===== src/rtl/ccd_timing_pkg.sv =====
package ccd_timing_pkg;

  typedef enum logic [2:0] {
    ST_IDLE  = 3'd0,
    ST_LEAD  = 3'd1,
    ST_GATE  = 3'd2,
    ST_TRAIL = 3'd3,
    ST_PIX   = 3'd4
  } seqState_t;

  // strobes from sequence control to the pulse datapath
  typedef struct packed {
    logic inLead;
    logic inGate;
    logic gateFirst;
    logic inTrail;
    logic pixRun;
    logic loadCfg;
  } ctlStrb_t;

endpackage


===== src/rtl/ccd_seq_ctrl.sv =====
module ccd_seq_ctrl
  import ccd_timing_pkg::*;
#(
  parameter int CNT_W          = 16,
  parameter int COLOR_LINE_PIX = 5490,
  parameter int MONO_LINE_PIX  = 2745
) (
  input  logic             clk,
  input  logic             rstN,
  input  logic             runEn,
  input  logic             colorMode,
  input  logic [CNT_W-1:0] leadTicks,
  input  logic [CNT_W-1:0] sgTicks,
  input  logic [CNT_W-1:0] trailTicks,
  input  logic [CNT_W-1:0] swDelay,
  input  logic             pixWrap,
  output ctlStrb_t         strb,
  output logic             activeColor
);

  localparam int MAX_PIX = (COLOR_LINE_PIX > MONO_LINE_PIX) ? COLOR_LINE_PIX : MONO_LINE_PIX;
  localparam int PIX_W   = $clog2(MAX_PIX + 1);
  localparam logic [PIX_W-1:0] COLOR_LAST = PIX_W'(COLOR_LINE_PIX - 1);
  localparam logic [PIX_W-1:0] MONO_LAST  = PIX_W'(MONO_LINE_PIX - 1);
  localparam logic [CNT_W-1:0] ONE        = CNT_W'(1);

  seqState_t        state;
  logic [CNT_W-1:0] tickCnt;
  logic [PIX_W-1:0] pixCnt;
  logic [CNT_W-1:0] shLead, shSg, shTrail, shSw;
  logic [PIX_W-1:0] lastPix;
  logic             lineEnd;
  logic             startLine;
  logic             applyMode;

  always_comb begin
    lastPix   = activeColor ? COLOR_LAST : MONO_LAST;
    lineEnd   = (state == ST_PIX) && pixWrap && (pixCnt == lastPix);
    startLine = runEn && ((state == ST_IDLE) || lineEnd);
    applyMode = (state == ST_GATE) && (tickCnt == shSw);
    strb.inLead    = (state == ST_LEAD);
    strb.inGate    = (state == ST_GATE);
    strb.gateFirst = (state == ST_GATE) && (tickCnt == '0);
    strb.inTrail   = (state == ST_TRAIL);
    strb.pixRun    = (state == ST_PIX);
    strb.loadCfg   = startLine;
  end

  // window settings are captured once per line
  always_ff @(posedge clk or negedge rstN) begin
    if (!rstN) begin
      shLead  <= ONE;
      shSg    <= ONE;
      shTrail <= ONE;
      shSw    <= '0;
    end else if (startLine) begin
      shLead  <= leadTicks;
      shSg    <= sgTicks;
      shTrail <= trailTicks;
      shSw    <= swDelay;
    end
  end

  // mode switches change only inside the gate pulse
  always_ff @(posedge clk or negedge rstN) begin
    if (!rstN) activeColor <= 1'b1;
    else if (applyMode) activeColor <= colorMode;
  end

  always_ff @(posedge clk or negedge rstN) begin
    if (!rstN) begin
      state   <= ST_IDLE;
      tickCnt <= '0;
      pixCnt  <= '0;
    end else begin
      unique case (state)
        ST_IDLE: begin
          tickCnt <= '0;
          pixCnt  <= '0;
          if (runEn) state <= ST_LEAD;
        end
        ST_LEAD: begin
          if (tickCnt == shLead - ONE) begin
            state   <= ST_GATE;
            tickCnt <= '0;
          end else tickCnt <= tickCnt + ONE;
        end
        ST_GATE: begin
          if (tickCnt == shSg - ONE) begin
            state   <= ST_TRAIL;
            tickCnt <= '0;
          end else tickCnt <= tickCnt + ONE;
        end
        ST_TRAIL: begin
          if (tickCnt == shTrail - ONE) begin
            state   <= ST_PIX;
            tickCnt <= '0;
            pixCnt  <= '0;
          end else tickCnt <= tickCnt + ONE;
        end
        ST_PIX: begin
          if (pixWrap) begin
            if (pixCnt == lastPix) begin
              state   <= runEn ? ST_LEAD : ST_IDLE;
              tickCnt <= '0;
              pixCnt  <= '0;
            end else pixCnt <= pixCnt + PIX_W'(1);
          end
        end
        default: state <= ST_IDLE;
      endcase
    end
  end

  // pixel index never passes the line length of the active mode
  a_r8_pix_bound: assert property (@(posedge clk) disable iff (!rstN)
    (state == ST_PIX) |-> (pixCnt <= lastPix));

  // idle is entered only from the last tick of a line
  a_r11_idle_at_line_end: assert property (@(posedge clk) disable iff (!rstN)
    ((state == ST_IDLE) && ($past(state) != ST_IDLE)) |-> $past(lineEnd));

endmodule


===== src/rtl/ccd_pulse_dp.sv =====
module ccd_pulse_dp
  import ccd_timing_pkg::*;
#(
  parameter int CNT_W = 16
) (
  input  logic             clk,
  input  logic             rstN,
  input  ctlStrb_t         strb,
  input  logic             activeColor,
  input  logic             lineClamp,
  input  logic             clampHold,
  input  logic [CNT_W-1:0] pixTicks,
  input  logic [CNT_W-1:0] rstTicks,
  input  logic [CNT_W-1:0] clampOffset,
  input  logic [CNT_W-1:0] clampTicks,
  input  logic [CNT_W-1:0] sampleDelay,
  output logic             pixWrap,
  output logic             sgOut,
  output logic             phi1Out,
  output logic             phi2Out,
  output logic             rstOut,
  output logic             cpOut,
  output logic             sw1Out,
  output logic             sw2Out,
  output logic             lineStrb,
  output logic             smpStrb
);

  localparam logic [CNT_W-1:0] ONE = CNT_W'(1);

  logic [CNT_W-1:0] shP, shRst, shCo, shCw, shSd;
  logic             shLc, shHold;
  logic [CNT_W-1:0] pixTick;
  logic [CNT_W-1:0] halfP;
  logic [CNT_W:0]   cpEnd;
  logic [CNT_W+1:0] smpAt;
  logic             windowed;
  logic             pixPhi1;
  logic             bitCp;
  logic             lineCp;

  always_ff @(posedge clk or negedge rstN) begin
    if (!rstN) begin
      shP    <= CNT_W'(2);
      shRst  <= '0;
      shCo   <= '0;
      shCw   <= '0;
      shSd   <= '0;
      shLc   <= 1'b0;
      shHold <= 1'b0;
    end else if (strb.loadCfg) begin
      shP    <= pixTicks;
      shRst  <= rstTicks;
      shCo   <= clampOffset;
      shCw   <= clampTicks;
      shSd   <= sampleDelay;
      shLc   <= lineClamp;
      shHold <= clampHold;
    end
  end

  always_comb pixWrap = strb.pixRun && (pixTick == shP - ONE);

  always_ff @(posedge clk or negedge rstN) begin
    if (!rstN) pixTick <= '0;
    else if (!strb.pixRun || pixWrap) pixTick <= '0;
    else pixTick <= pixTick + ONE;
  end

  always_comb begin
    windowed = strb.inLead || strb.inGate || strb.inTrail;
    halfP    = shP >> 1;
    cpEnd    = {1'b0, shCo} + {1'b0, shCw};
    smpAt    = {1'b0, cpEnd} + {2'b00, shSd};
    pixPhi1  = pixTick < halfP;
    bitCp    = strb.pixRun && (pixTick >= shCo) && ({1'b0, pixTick} < cpEnd);
    lineCp   = (windowed && (shHold || strb.inGate)) || (strb.pixRun && shHold);

    sgOut    = strb.inGate;
    lineStrb = strb.gateFirst;
    phi1Out  = strb.pixRun ? pixPhi1 : 1'b1;
    phi2Out  = strb.pixRun && !pixPhi1;
    rstOut   = strb.pixRun && (pixTick < shRst);
    cpOut    = shLc ? lineCp : bitCp;
    smpStrb  = strb.pixRun && ({2'b00, pixTick} == smpAt);
    sw1Out   = activeColor;
    sw2Out   = !activeColor;
  end

  // no reset pulse inside the shift-gate window
  a_r4_no_reset_in_window: assert property (@(posedge clk) disable iff (!rstN)
    windowed |-> !rstOut);

  // phase 1 stays high through the gate pulse
  a_r3_phi1_over_gate: assert property (@(posedge clk) disable iff (!rstN)
    strb.inGate |-> phi1Out);

  // in bit clamp the sample never overlaps the clamp
  a_r7_sample_after_clamp: assert property (@(posedge clk) disable iff (!rstN)
    (smpStrb && !shLc) |-> !cpOut);

endmodule


===== src/rtl/ccd_line_timer.sv =====
module ccd_line_timer
  import ccd_timing_pkg::*;
#(
  parameter int CNT_W          = 16,
  parameter int COLOR_LINE_PIX = 5490,
  parameter int MONO_LINE_PIX  = 2745
) (
  input  logic             clk,
  input  logic             rstN,
  input  logic             runEn,
  input  logic             colorMode,
  input  logic             lineClamp,
  input  logic             clampHold,
  input  logic [CNT_W-1:0] pixTicks,
  input  logic [CNT_W-1:0] rstTicks,
  input  logic [CNT_W-1:0] clampOffset,
  input  logic [CNT_W-1:0] clampTicks,
  input  logic [CNT_W-1:0] sampleDelay,
  input  logic [CNT_W-1:0] leadTicks,
  input  logic [CNT_W-1:0] sgTicks,
  input  logic [CNT_W-1:0] trailTicks,
  input  logic [CNT_W-1:0] swDelay,
  output logic             sgPulse,
  output logic             phi1,
  output logic             phi2,
  output logic             rstPulse,
  output logic             clampPulse,
  output logic             sw1,
  output logic             sw2,
  output logic             lineStrobe,
  output logic             sampleStrobe
);

  ctlStrb_t strb;
  logic     activeColor;
  logic     pixWrap;

  ccd_seq_ctrl #(
    .CNT_W          (CNT_W),
    .COLOR_LINE_PIX (COLOR_LINE_PIX),
    .MONO_LINE_PIX  (MONO_LINE_PIX)
  ) ctrl_i (
    .clk         (clk),
    .rstN        (rstN),
    .runEn       (runEn),
    .colorMode   (colorMode),
    .leadTicks   (leadTicks),
    .sgTicks     (sgTicks),
    .trailTicks  (trailTicks),
    .swDelay     (swDelay),
    .pixWrap     (pixWrap),
    .strb        (strb),
    .activeColor (activeColor)
  );

  ccd_pulse_dp #(
    .CNT_W (CNT_W)
  ) dp_i (
    .clk         (clk),
    .rstN        (rstN),
    .strb        (strb),
    .activeColor (activeColor),
    .lineClamp   (lineClamp),
    .clampHold   (clampHold),
    .pixTicks    (pixTicks),
    .rstTicks    (rstTicks),
    .clampOffset (clampOffset),
    .clampTicks  (clampTicks),
    .sampleDelay (sampleDelay),
    .pixWrap     (pixWrap),
    .sgOut       (sgPulse),
    .phi1Out     (phi1),
    .phi2Out     (phi2),
    .rstOut      (rstPulse),
    .cpOut       (clampPulse),
    .sw1Out      (sw1),
    .sw2Out      (sw2),
    .lineStrb    (lineStrobe),
    .smpStrb     (sampleStrobe)
  );

  // mode switch levels move only while the gate is high
  a_r9_switch_in_gate: assert property (@(posedge clk) disable iff (!rstN)
    !$stable(sw1) |-> sgPulse);

  // the line strobe marks the gate rising edge
  a_r2_strobe_at_rise: assert property (@(posedge clk) disable iff (!rstN)
    lineStrobe |-> $rose(sgPulse));

endmodule


===== config.mk =====
export PLATFORM = sky130hd
export DESIGN_NAME = ccd_line_timer
export DESIGN_NICKNAME = d
export VERILOG_FILES = /design/src/rtl/ccd_timing_pkg.sv /design/src/rtl/ccd_seq_ctrl.sv /design/src/rtl/ccd_pulse_dp.sv /design/src/rtl/ccd_line_timer.sv
export SDC_FILE = /design/constraint.sdc
export NUM_CORES = 1
export LEC_CHECK = 0
export BUFFER_PORTS_ARGS = -buffer_cell sky130_fd_sc_hd__clkbuf_2
export CORE_ASPECT_RATIO = 1.4
export CORE_MARGIN = 1
export CORE_UTILIZATION = 45
export CTS_BUF_LIST = sky130_fd_sc_hd__clkbuf_8 sky130_fd_sc_hd__clkbuf_16
export CTS_CLUSTER_SIZE = 40
export DETAILED_ROUTE_END_ITERATION = 6
export GPL_TIMING_DRIVEN = 0
export PLACE_DENSITY = 0.72
export SETUP_SLACK_MARGIN = 0.4
export SLEW_MARGIN = 20
export SYNTH_ARGS = -nofsm -noshare
export SYNTH_HDL_FRONTEND = slang
export SYNTH_SLANG_ARGS = --single-unit

===== constraint.sdc =====
create_clock -name clk -period 8.2 [get_ports clk]
set_clock_uncertainty 0.2 [all_clocks]
set_input_delay 0.41 -clock clk [delete_from_list [all_inputs] [get_ports clk]]
set_output_delay 0.41 -clock clk [all_outputs]
set_load 0.05 [all_outputs]

# == Yosys cells after proc, flatten, opt, wreduce, memory -nomap -nowiden ==
# Index checks and enable logic that the tools add are counted.
# word_totals
reg_bits,195
inputBits,150
output_inout_bits,9
word_cells,97
# op_classes
n_addsub,9
order_cmp,4
eq_ne,17
muxes,22
reduce_logical,29
# ops
op,count
16-bit two-way mux,6
16-bit == test,5
16-bit one-hot mux with 5 select lines,1
16-bit by 1-bit subtractor with 16-bit output (second input constant),4
13-bit two-way mux,4
13-bit one-hot mux with 3 select lines,1
16-bit by 1-bit adder with 16-bit output (second input constant),2
17-bit by 16-bit adder with 18-bit output,1
16-bit by 18-bit == test with 1-bit output,1
3-bit two-way mux,6
16-bit by 16-bit adder with 17-bit output,1
16-bit by 17-bit less-than comparator with 1-bit output,1
16-bit >= comparator,1
16-bit zero test,1
16-bit by 15-bit less-than comparator with 1-bit output,1
16-bit less-than comparator,1
3-bit one-hot mux with 5 select lines,1
13-bit by 1-bit adder with 13-bit output (second input constant),1
13-bit == test,1
1-bit logical AND,13
2-bit inequality test (second input constant),5
3-bit by 2-bit == test with 1-bit output (second input constant),2
1-bit logical OR,6
3-bit AND reduction,2
9 further kinds,13

# == Logic depth before layout (Yosys ltp) ==
# Gate-level depths: netlist (run 1).
# depth
depth_word,7
ltp_mapped,20
mapped_depth_nobuf,20

# == Cells and area by module ==
# A second synthesis (run 1) with hierarchy kept.
# unflattened
hier_cells,1461
area_unflattened_um2,13619.3
# modules_own_cells
mod,instances,cells_per_inst,area_each_um2,seq_area_each_um2
ccd_pulse_dp,1,823,7469.7,2453.6
ccd_seq_ctrl,1,638,6149.6,2432.3

# == Least setup slack after synthesis (run 1) ==
# No wires, ideal clock.
# synth_path
kind,register to output
start,register dp_i.shCo[0]
end,output sampleStrobe
arrival_ns,4.895
t_required_ns,7.590
setup_slack_ns,2.695
path_stages_with_launch,20
n_path_buf,0
path_cell_list,dfrtp_1 ha_1 inv_1 fa_1 nor2b_1 o31a_1 o211ai_1 a31oi_1 a21o_1 a21o_1 xor2_1 ha_1 a21oi_1 o22ai_1 nor4_1 and4_1 nand4_1 nor3_1 nand3_1 nor4_1
# synth_via
elab_chain_len,4
# synth_rtl
item,line,source
"start, declared",ccd_pulse_dp.sv:31,"logic [CNT_W-1:0] shP, shRst, shCo, shCw, shSd;"
"start signal, assigned",ccd_pulse_dp.sv:54,shCo <= clampOffset;
16-bit by 16-bit adder with 17-bit output,ccd_pulse_dp.sv:73,"cpEnd = {1'b0, shCo} + {1'b0, shCw};"
17-bit by 16-bit adder with 18-bit output,ccd_pulse_dp.sv:74,"smpAt = {1'b0, cpEnd} + {2'b00, shSd};"
16-bit by 18-bit == test with 1-bit output,ccd_pulse_dp.sv:85,"smpStrb = strb.pixRun && ({2'b00, pixTick} == smpAt);"
1-bit logical AND,ccd_pulse_dp.sv:85,
"end, declared",ccd_line_timer.sv:31,output logic sampleStrobe
# Every way passes these cells.

# == Worst setup path after layout (run 1) ==
# Ends and elaborated chain as after synthesis.

==> results of run 1 <==
==> final timing paths <==
path,start,end,slack (ps),cells past startpoint
setup reg to reg,dp_i.shP[0],ctrl_i.shSw[7],4390,12
hold / removal,trailTicks[13],ctrl_i.shTrail[13],6,2
hold reg to reg,dp_i.shCw[9],dp_i.shCw[9],300,1
max in group asynchronous,rstN,ctrl_i.shSg[0],6690,3
min in group asynchronous,rstN,dp_i.shRst[3],270,2
setup / recovery,dp_i.shCo[0],sampleStrobe,2190,20
==> metal layers <==
| layer | up-vias | GRT usage, % |
|---|---|---|
| li1 | 5954 | - |
| met1 | 5953 | 28.42 |
| met2 | 326 | 50.32 |
| met3 | 105 | 3.888 |
| met4 | 0 | 13.38 |
| met5 | - | 0 |
==> report_power, final <==
group | leakage, nW | internal, mW | switching, mW
Sequential | 2.42 | 1.35 | 0.389
Combinational | 5.14 | 1.93 | 2.44
Clock | 0.275 | 0.416 | 0.420
Total | 7.84 | 3.69 | 3.24
==> final cells by class <==
type / instances / area share [%]
multi-input combinational: 1122 / 48.04
timing repair buffer: 301 / 13.08
tap: 390 / 2.817
clock buffer: 19 / 2.615
sequential: 195 / 28.21
buffer: 68 / 2.376
clock inverter: 13 / 0.7007
inverter: 99 / 2.167
==> stage by stage <==
| stage | cell area, um^2 | instances | power, mW |
|---|---|---|---|
| 2_1_floorplan | 13990 | 1484 | 4.986 |
| 3_3_place_gp | 15270 | 2032 | 5.922 |
| 3_5_place_dp | 15340 | 2034 | 6.016 |
| 4_1_cts | 17320 | 2207 | 6.943 |
| 5_1_grt | 17320 | 2207 | 7.543 |
| 6_report | 17320 | 2207 | 6.940 |
==> flip-flops by register name, summed over array words and instances (netlist names) <==
register            cells
ctrl_i.shLead          16
ctrl_i.shSg            16
ctrl_i.shSw            16
ctrl_i.shTrail         16
ctrl_i.tickCnt         16
dp_i.pixTick           16
dp_i.shCo              16
dp_i.shCw              16
dp_i.shP               16
dp_i.shRst             16
dp_i.shSd              16
ctrl_i.pixCnt          13
ctrl_i.state            3
ctrl_i.activeColor      1
dp_i.shHold             1
dp_i.shLc               1
==> critical path, delay by kind of cell, from the launching register on <==
kind	cells	cell delay (ps)
flops	1	380
buf+inv	2	430
compound gates	7	1520
xor+xnor	1	300
fa+ha+maj	3	920
simple gates	7	1380
==> cell usage after synthesis, types with 5 or more instances <==
cell       instances  area (um^2)
or2_2              5        31.28
o21ai_1           38        190.2
nor4_1            19        118.9
a21oi_2            6        52.55
ha_1             107         1339
nand2_1          124        465.5
mux2_1            56        630.6
o21ai_0           90        450.4
clkbuf_1          25        93.84
a211oi_1           8        60.06
o21a_1             8        60.06
nand4_1           36        225.2
inv_1             97        364.1
o2111ai_1          5        43.79
nor3_1            37        185.2
a31oi_1           11        68.82
xnor2_1           92        805.8
a21o_1            25        187.7
and3_1            20        125.1
nor2_1            70        262.8
dfstp_2            5        131.4
o22ai_1            5        31.28
mux2_2            34        382.9
mux2i_1           11        110.1
nor2b_1           15        93.84
nand3_1           39        195.2
buf_6             12        135.1
dfrtp_1          190         4755
a21oi_1           54        270.3
or3_1              7        43.79
o31ai_1            9        67.56
o211ai_1           8        60.06
buf_2             25        125.1
nand2b_1          15        93.84
xor2_1            57        499.2
or4_1              7        52.55
==> cell families after synthesis <==
logic type	count (synthesis)	synth area share [%]
adders and majority gates	109	9.853
DFF	195	34.92
muxes	103	8.351
AOI/OAI and AO/OA	317	14.65
and+or+nand+nor	444	17.28
buffers and inverters	167	5.624
xor gates and xnor gates	149	9.326
==> repair_timing <==
item	in CTS	in global routing
hold endpoints to repair	194	0
setup endpoints to repair	0	0
hold buffers	141	0
==> metrics.txt, run 1 <==
Critical Path AT 5400 ps; clk sink count between 150 and 200; post-synth cell types 99; io pins approximately 160; WHS approximately 5.7 ps; Mapped Cells about 1500; DRT iter0 DRCs 591; die height 210.7 um; met3 wire length 1440 um; worst min path class in -> reg; setup violators final 0; fin. max-slew vios 0; num rows 76; clk root buf clkbuf_16; post-DP HPWL 30810 um; failing checks DRC; total gr overflow 0; fmax between 150 and 200 MHz; diode count 0; DR vias/cell 5.590; Top FF cell, synth dfrtp_1; crit path kind reg -> out; Placer Congestion 0.8969; Fill cells 2703; GRT Overall Usage 26.75%; VDD IR max 333.8 uV; TNS Setup 0 ps; Initial Util 45.56%; final hold violations 0; Num CTS Buffers 17; vias in the first global route about 13000; number of enable flip-flop cells after synthesis 0; outcome finished, violations left; delay of the slowest critical-path stage 420 ps; WL/cell 18.59 um; first-pass GRT wire length 64990 um; Tightest Pin Transition 886.8 ps; nature of the critical path endpoint output pin; min cycle time layout approximately 6000 ps; CTS tree built; synthesized cell area 13990 um^2; clk_lat worst skew 460 ps; drt first pass iters 7; met1 wire length 15700 um; final WL 41030 um; I/O Buffers between 150 and 200; area of the multi-input gates 8320 um^2; ANT nets after route 0; sequential area share after synthesis about a third; unrepaired setup endpoints after global routing false; core area roughly 31000 um^2; Net Count, Synth 1743; Final Worst Setup Slack 2191 ps; Warnings, synthesis 0; die area 31820 um^2; synthesized flop and latch total 195; CTS max path bufs 2; Async S/R FF share, synth 100.0%; drt drc 4; Reg area 4886 um^2; worst-path fanout max 5; Place WS 2743 ps; H-tree levels 4; pwr/cell area between 400 and 500 nW/um^2; Clock Pin Slew Worst Setup and Hold Paths around 80 ps; Critical Path Start Type register; Top Layer Used met4; leakage power 7.836 nW; die width 151.0 um; Final Core Density a little under three fifths; Slowest-stage cell, CP fa_1; Crit path required time 7590 ps; Max Cap Viol 0; total setup buffers inserted after CTS 0; critical path cell sequence ha_1 -> inv_1 -> fa_1 -> nor2b_1 -> o31a_1 -> o211ai_1 -> a31oi_1 -> a21o_1 -> a21o_1 -> xor2_1 -> ha_1 -> a21oi_1 -> o22ai_1 -> nor4_1 -> and4_1 -> nand4_1 -> nor3_1 -> nand3_1 -> nor4_1 -> clkbuf_2; commonest non-fill, non-tap cell in the layout dfrtp_1; final cycle utilization of the critical path roughly 73%; initial antenna violation count 0; nets@finish 2063; pin count of the biggest net entering global routing 89; P&R area growth vs syn 23.78%; post-CTS sizing 0; worst rel slew slack 40.33%; most frequent cells in the layout dfrtp_1, clkbuf_2, dlygate4sd3_1; fraction of layout cells with a size suffix above 1 17.83%; syn avg cell area 9.430 um^2; via count between 10000 and 15000; met2 wire len 22020 um
No activity file was read; power rests on OpenSTA's default activity.
==> inputs of run 2 (changes only) <==
- ABC_AREA: default -> 1
- PLACE_DENSITY: 0.72 -> 0.74
- clock period: 8.2 -> 5.45 ns (I/O delays scaled with it)
==> run 2 against run 1 <==
Effect of this change: the flow now finishes without violations; synthesized area up 8.0%; core utilization about the same; cell area up 7.8%; setup slack worse by 1500 ps; worst hold slack better by 87 ps; critical path depth down 3; cell count up 34%; count of clock-buffer cells in the layout down 2; sequential power up 47%; via count up 26%; largest cell class unchanged; largest power group unchanged.
==> metrics.txt, run 2 <==
pin count of the biggest net entering global routing 84 (was 89); Tightest Pin Transition 1054 ps (was 886.8 ps); clk root buf clkbuf_16 (unchanged); leakage power 9.871 nW (was 7.836 nW); synthesized flop and latch total 195 (unchanged); first-pass GRT wire length 74370 um (was 64990 um); via count 15520 (was 12340); synthesized cell area 15110 um^2 (was 13990 um^2); ANT nets after route 0 (unchanged); final WL 46850 um (was 41030 um); drt first pass iters 5 (was 7); pwr/cell area 561.2 nW/um^2 (was 400.6 nW/um^2); final cycle utilization of the critical path between 80% and 90%; sequential area share after synthesis 32.33% (was 34.92%); Critical Path AT 4270 ps (was 5400 ps); Synth top cells by count nand2_1, nand3_1, inv_1, dfrtp_1, nor2_1 (was dfrtp_1, nand2_1, ha_1, inv_1, xnor2_1); Int Power 5.321 mW (was 3.695 mW); total gr overflow 0 (unchanged); clk_lat worst skew 470 ps (was 460 ps); TNS Setup 0 ps (unchanged); crit path kind reg -> out (unchanged); Mapped Cells 2168 (was 1484); Reg area 4886 um^2 (unchanged); die area 34330 um^2 (was 31820 um^2); Placer Congestion 0.9042 (was 0.8969); Initial Util 45.64% (was 45.56%); clock power share 13.5% (was 12.0%); area of the multi-input gates 8857 um^2 (was 8320 um^2); VDD IR max 267.8 uV (was 333.8 uV); setup violators final 0 (unchanged); I/O Buffers 158 (unchanged); GRT Overall Usage 28.12% (was 26.75%); DRT iter0 DRCs 1014 (was 591); worst-path fanout max 4 (was 5); switch share 49.23% (was 46.76%); Num CTS Buffers 17 (unchanged); Total Power 10.48 mW (was 6.940 mW); Gate power share 62.2% (was 62.9%); Net Count, Synth 2427 (was 1743); min cycle time layout ~4700 ps; vias in the first global route 15220 (was 12710); fraction of layout cells with a size suffix above 1 10.93% (was 17.83%); Async S/R FF share, synth 100.0% (unchanged); Clock Pin Slew Worst Setup and Hold Paths 80 ps (about the same); io pins 159 (unchanged); CTS tree built (unchanged); worst min path class in -> async (was in -> reg); commonest non-fill, non-tap cell in the layout nand2_1 (was dfrtp_1); CTS max path bufs 2 (unchanged); post-synth cell types 47 (was 99); DR vias/cell 5.253 (was 5.590); number of enable flip-flop cells after synthesis 0 (unchanged); core area 33110 um^2 (was 30710 um^2); Fill cells 3058 (was 2703); die width 156.9 um (was 151.0 um); nets@finish 2754 (was 2063); sequential share of power 24.3% (was 25.0%); Critical Path Start Type register (unchanged); count leader, synth nand2_1 (was dfrtp_1); most frequent cells in the layout nand2_1, nand3_1, inv_1 (was dfrtp_1, clkbuf_2, dlygate4sd3_1); largest cells by area after synthesis dfrtp_1, nand2_1, nand3_1 (was dfrtp_1, ha_1, xnor2_1); syn avg cell area 6.970 um^2 (was 9.430 um^2); post-synth top area share 31.46% (was 33.98%); H-tree levels 4 (unchanged); net switching power 5.159 mW (was 3.245 mW); nature of the critical path endpoint output pin (unchanged); Max Cap Viol 0 (unchanged); initial antenna violation count 0 (unchanged); drt drc 0 (was 4); Warnings, synthesis 0 (unchanged); final hold violations 0 (unchanged); Crit path required time 4980 ps (was 7590 ps); outcome finished, final reports clean (was finished, violations left); clk sink count 195 (unchanged); die height 218.8 um (was 210.7 um); post-DP HPWL 34860 um (was 30810 um); WL/cell 15.86 um (was 18.59 um); Top FF cell, synth dfrtp_1 (unchanged); P&R area growth vs syn 23.56% (was 23.78%); worst rel slew slack 29.19% (was 40.33%); Yosys top cell by area dfrtp_1 (unchanged); fmax 211.0 MHz; fin. max-slew vios 0 (unchanged); num rows 79 (was 76); unrepaired setup endpoints after global routing false (unchanged)
==> run 2: cell count changes in the layout (fill, tap and decap cells not counted), sizes merged, moves of 41 or more <==
cell   before  now
o21ai     129   51
nand2     124  682
inv       102  232
nor2       71  172
xnor2      92   51
mux2       90    0
nand3      40  288
==> run 2: cells by family after synthesis <==
kind of cell             after synthesis  synth area share (%)
AO/OA/AOI/OAI                        155                 5.688
XOR/XNOR                             125                 7.427
adder cells (fa/ha/maj)              109                 9.124
buffers and inverters                312                 9.141
flip-flops                           195                 32.33
AND/OR/NAND/NOR                     1272                 36.29
==> run 2: layer usage <==
metal / vias to the layer above / global-route usage (%) / wire (um)
met1: 7223 / 29.85 / 17300
met2: 497 / 52.36 / 24500
met5: - / 0 / 0
met4: 0 / 17.12 / 2755
met3: 129 / 3.495 / 2301
li1: 7668 / - / -
==> run 2: final timing paths <==
check / startpoint / to / slack, ps / cells after the start
setup reg to reg: dp_i.pixTick[5] / dp_i.shCo[15] / 2270 / 14
hold reg to reg: dp_i.shRst[11] / dp_i.shRst[11] / 270 / 2
max in group asynchronous: rstN / dp_i.shP[1] / 4160 / 3
min in group clk: runEn / ctrl_i.state[2] / 120 / 5
setup / recovery: dp_i.shCw[2] / sampleStrobe / 710 / 17
hold / removal: rstN / dp_i.shSd[10] / 90 / 2
==> run 2: stage by stage <==
step                area, um^2  hold slack (ps)  utilization [%]  cells  setup WS, ps
global route             18670            122.7            56.38   2953         419.2
detailed placement       16530            29.18            49.92   2773          1021
CTS                      18660            93.02            56.35   2953         506.2
floorplan                15110           -223.1                -   2168          1384
global placement         16460            256.7            49.71   2771         255.5
finish                   18670            92.50            56.39   2954         711.6
==> run 2: power groups by stage <==
stage / Sequential [mW] / Combinational [mW] / Clock (mW)
detailed placement: 2.56 / 6.36 / 0
finish: 2.55 / 6.52 / 1.41
floorplan: 2.38 / 5.03 / 0
CTS: 2.55 / 6.48 / 1.44
global route: 2.63 / 7.45 / 1.49
global placement: 2.56 / 6.13 / 0
==> run 2: area by class of cell <==
class / instances / area share [%]
multi-input combinational: 1661 / 47.43
sequential: 195 / 26.17
timing repair buffer: 308 / 12.52
inverter: 231 / 4.644
tap: 445 / 2.982
buffer: 81 / 2.754
clock buffer: 17 / 2.278
clock inverter: 15 / 1.206
antenna: 1 / 0.01340
==> run 2: timing repair <==
action / CTS / global route
setup endpoints to repair: 0 / 1
endpoints found under the hold margin: 338 / 0
setup buffers: 0 / 0
hold buffers: 148 / 0
gates resized for setup: 0 / 6
==> run 2: critical path: stages (launching register included) <==
cell,delay [ps]
dfrtp_1,410
ha_1,370
a21oi_1,140
nand2_1,130
a21oi_1,260
o21ai_0,210
a21boi_2,260
xor2_1,330
ha_1,330
a21oi_1,220
o21ai_0,160
nand2_1,80
nand3_1,60
a31oi_1,170
xor2_1,150
nand3_1,100
nor2_1,160
clkbuf_4,250
==> inputs of run 3 (changes only) <==
--- a/config.mk
+++ b/config.mk
@@ -6,5 +6,4 @@
 export NUM_CORES = 1
 export LEC_CHECK = 0
-export ABC_AREA = 1
 export BUFFER_PORTS_ARGS = -buffer_cell sky130_fd_sc_hd__clkbuf_2
 export CORE_ASPECT_RATIO = 1.4
@@ -16,5 +15,5 @@
 export GPL_TIMING_DRIVEN = 0
 export PLACE_DENSITY = 0.74
-export SETUP_SLACK_MARGIN = 0.4
+export SETUP_SLACK_MARGIN = 0.05
 export SLEW_MARGIN = 20
 export SYNTH_ARGS = -nofsm -noshare
--- a/constraint.sdc
+++ b/constraint.sdc
@@ -3,3 +3,3 @@
 set_input_delay 0.2725 -clock clk [delete_from_list [all_inputs] [get_ports clk]]
 set_output_delay 0.2725 -clock clk [all_outputs]
-set_load 0.05 [all_outputs]
+set_load 0.02 [all_outputs]
==> run 3 against run 2 <==
Effect of this change: clock power down 8%; non-clock buffer count down 3; cell area down 5.5%; setup slack worse by 520 ps; critical path depth up 3; die area down 7.3%; sequential share of layout area up 1.5 points; largest cell class unchanged; count of clock-buffer cells in the layout unchanged; register-to-register slack worse by 690 ps; sequential power up 2%; via count down 19%; critical endpoint unchanged.
==> metrics.txt, run 3 (synthesis gave the netlist of run 1 again) <==
non-filler instance count after layout 2224 (was 2954); DP Cell Count 2034 (was 2773); outcome finished, final reports clean (unchanged); min cycle time layout 5260 ps (was 4738 ps); DR vias/cell 5.666 (was 5.253); P&R area growth vs syn 26.13% (was 23.56%); Critical Path AT 4790 ps (was 4270 ps); pin count of the biggest net entering global routing 84 (unchanged); met2 Usage GRT 51.09% (was 52.36%); GRT Overall Usage 27.30% (was 28.12%); crit path kind reg -> out (unchanged); CTS tree built (unchanged); most frequent cells in the layout dfrtp_1, clkbuf_2, dlygate4sd3_1 (was nand2_1, nand3_1, inv_1); worst min path class in -> async (unchanged); final cycle utilization of the critical path 96.52% (was 86.94%); clk root buf clkbuf_16 (unchanged); WL/cell 18.95 um (was 15.86 um); fraction of layout cells with a size suffix above 1 19.41% (was 10.93%); die area 31820 um^2 (was 34330 um^2); Fill cells 2615 (was 3058); post-DP HPWL 31220 um (was 34860 um); DRT iter0 DRCs 714 (was 1014); io pins 159 (unchanged); setup violators final 0 (unchanged); met3 Use GR 3.693% (was 3.495%); nets@finish 2080 (was 2754); fmax 190.1 MHz (was 211.0 MHz); clk sink count 195 (unchanged); Max Cap Viol 0 (unchanged); Most Used Layer, Global Route met2 (unchanged); clk_lat worst skew 450 ps (was 470 ps); Tightest Pin Transition 1012 ps (was 1054 ps); Total Power 11.12 mW (was 10.48 mW); Place WS 156.6 ps (was 1021 ps); WHS 146.6 ps (was 92.50 ps); H-tree levels 4 (unchanged); VDD IR max 469.6 uV (was 267.8 uV); fin. max-slew vios 0 (unchanged); diode count 0 (was 1); Crit path required time 4980 ps (about the same); nature of the critical path endpoint output pin (unchanged); Critical Path Start Type register (unchanged); pwr/cell area 630.1 nW/um^2 (was 561.2 nW/um^2); first-pass GRT wire length 66630 um (was 74370 um); vias in the first global route 12960 (was 15220); worst-path fanout max 4 (unchanged); grt met1 use 28.81% (was 29.85%); depth of the most critical reg-to-reg path 13 (was 14); core area 30710 um^2 (was 33110 um^2); Clock Pin Slew Worst Setup and Hold Paths 80 ps (about the same); Initial Util 45.56% (was 45.64%); I/O Buffers 158 (unchanged); drt drc 0 (unchanged); final WL 42150 um (was 46850 um); leakage power 7.954 nW (was 9.871 nW); die height 210.7 um (was 218.8 um); drt first pass iters 7 (was 5); final hold violations 0 (unchanged); unrepaired setup endpoints after global routing true (was false); Final Worst Setup Slack 189.7 ps (was 711.6 ps); ANT nets after route 0 (unchanged); total gr overflow 0 (unchanged); initial antenna violation count 0 (unchanged); Num CTS Buffers 17 (unchanged); via count 12600 (was 15520); num rows 76 (was 79); commonest non-fill, non-tap cell in the layout dfrtp_1 (was nand2_1); worst rel slew slack 32.04% (was 29.19%); CTS max path bufs 2 (unchanged); Placer Congestion 0.9254 (was 0.9042); die width 151.0 um (was 156.9 um)
run 3: critical path, cell delays in order, from the launching register on:
cell and delay (ps):
dfrtp_1 370, ha_2 210, inv_2 50, fa_2 410, nor2b_4 160, o31a_1 220
o211ai_1 150, a31oi_2 310, a21o_1 160, a21o_1 200, xor2_4 230, ha_4 250
a21oi_4 170, o22ai_1 100, nor4_1 230, and4_1 230, nand4_1 100, nor3_2 150
nand3_2 110, nor4_4 340, buf_4 200
run 3: through the flow:
step | cell area [um^2] | setup TNS (ps) | utilization [%]
floorplan | 13990 | 0 | -
global placement | 15270 | 0 | 49.72
detailed placement | 15340 | 0 | 49.93
CTS | 17460 | 0 | 56.86
global route | 17650 | -70.02 | 57.46
finish | 17650 | 0 | 57.46
run 3: where the power goes:
part	total (mW)	switching (mW)	internal (mW)
clock network	1.30	0.621	0.682
registers	2.60	0.573	2.03
logic	7.21	4.01	3.21
run 3: repair_timing:
action	4_1_cts	5_1_grt
hold buffers	148	0
buffers inserted	0	10
setup endpoints to repair	1	1
resized for setup	10	21
pin swaps	0	16
hold endpoints to repair	203	0
run 3: area by class of cell:
class                   instances  area [um^2]  area share (%)
clock inverters                15        155.1          0.8791
inverters                      99        375.4           2.127
clock buffers                  17        425.4           2.410
multi-input cells            1122         8494           48.13
flip-flops and latches        195         4886           27.68
well taps                     390        488.0           2.765
repair buffers                318         2414           13.68
plain buffers                  68        411.6           2.332
run 3: metal layers:
layer  up-vias  wire, um
met2       412     22520
met5         -         0
li1       5979         -
met3       136      1610
met4         0      2343
met1      6075     15670
run 3: final timing paths:
path / from / to / slack [ps]
worst max-delay path: dp_i.shCo[0] / sampleStrobe / 190
worst min-delay path: rstN / dp_i.shRst[2] / 150
worst max register to register: dp_i.shP[0] / ctrl_i.shSg[11] / 1580
worst min register to register: dp_i.shCw[4] / dp_i.shCw[4] / 300
max in group asynchronous: rstN / ctrl_i.shSg[0] / 4070
min in group clk: runEn / ctrl_i.state[0] / 150
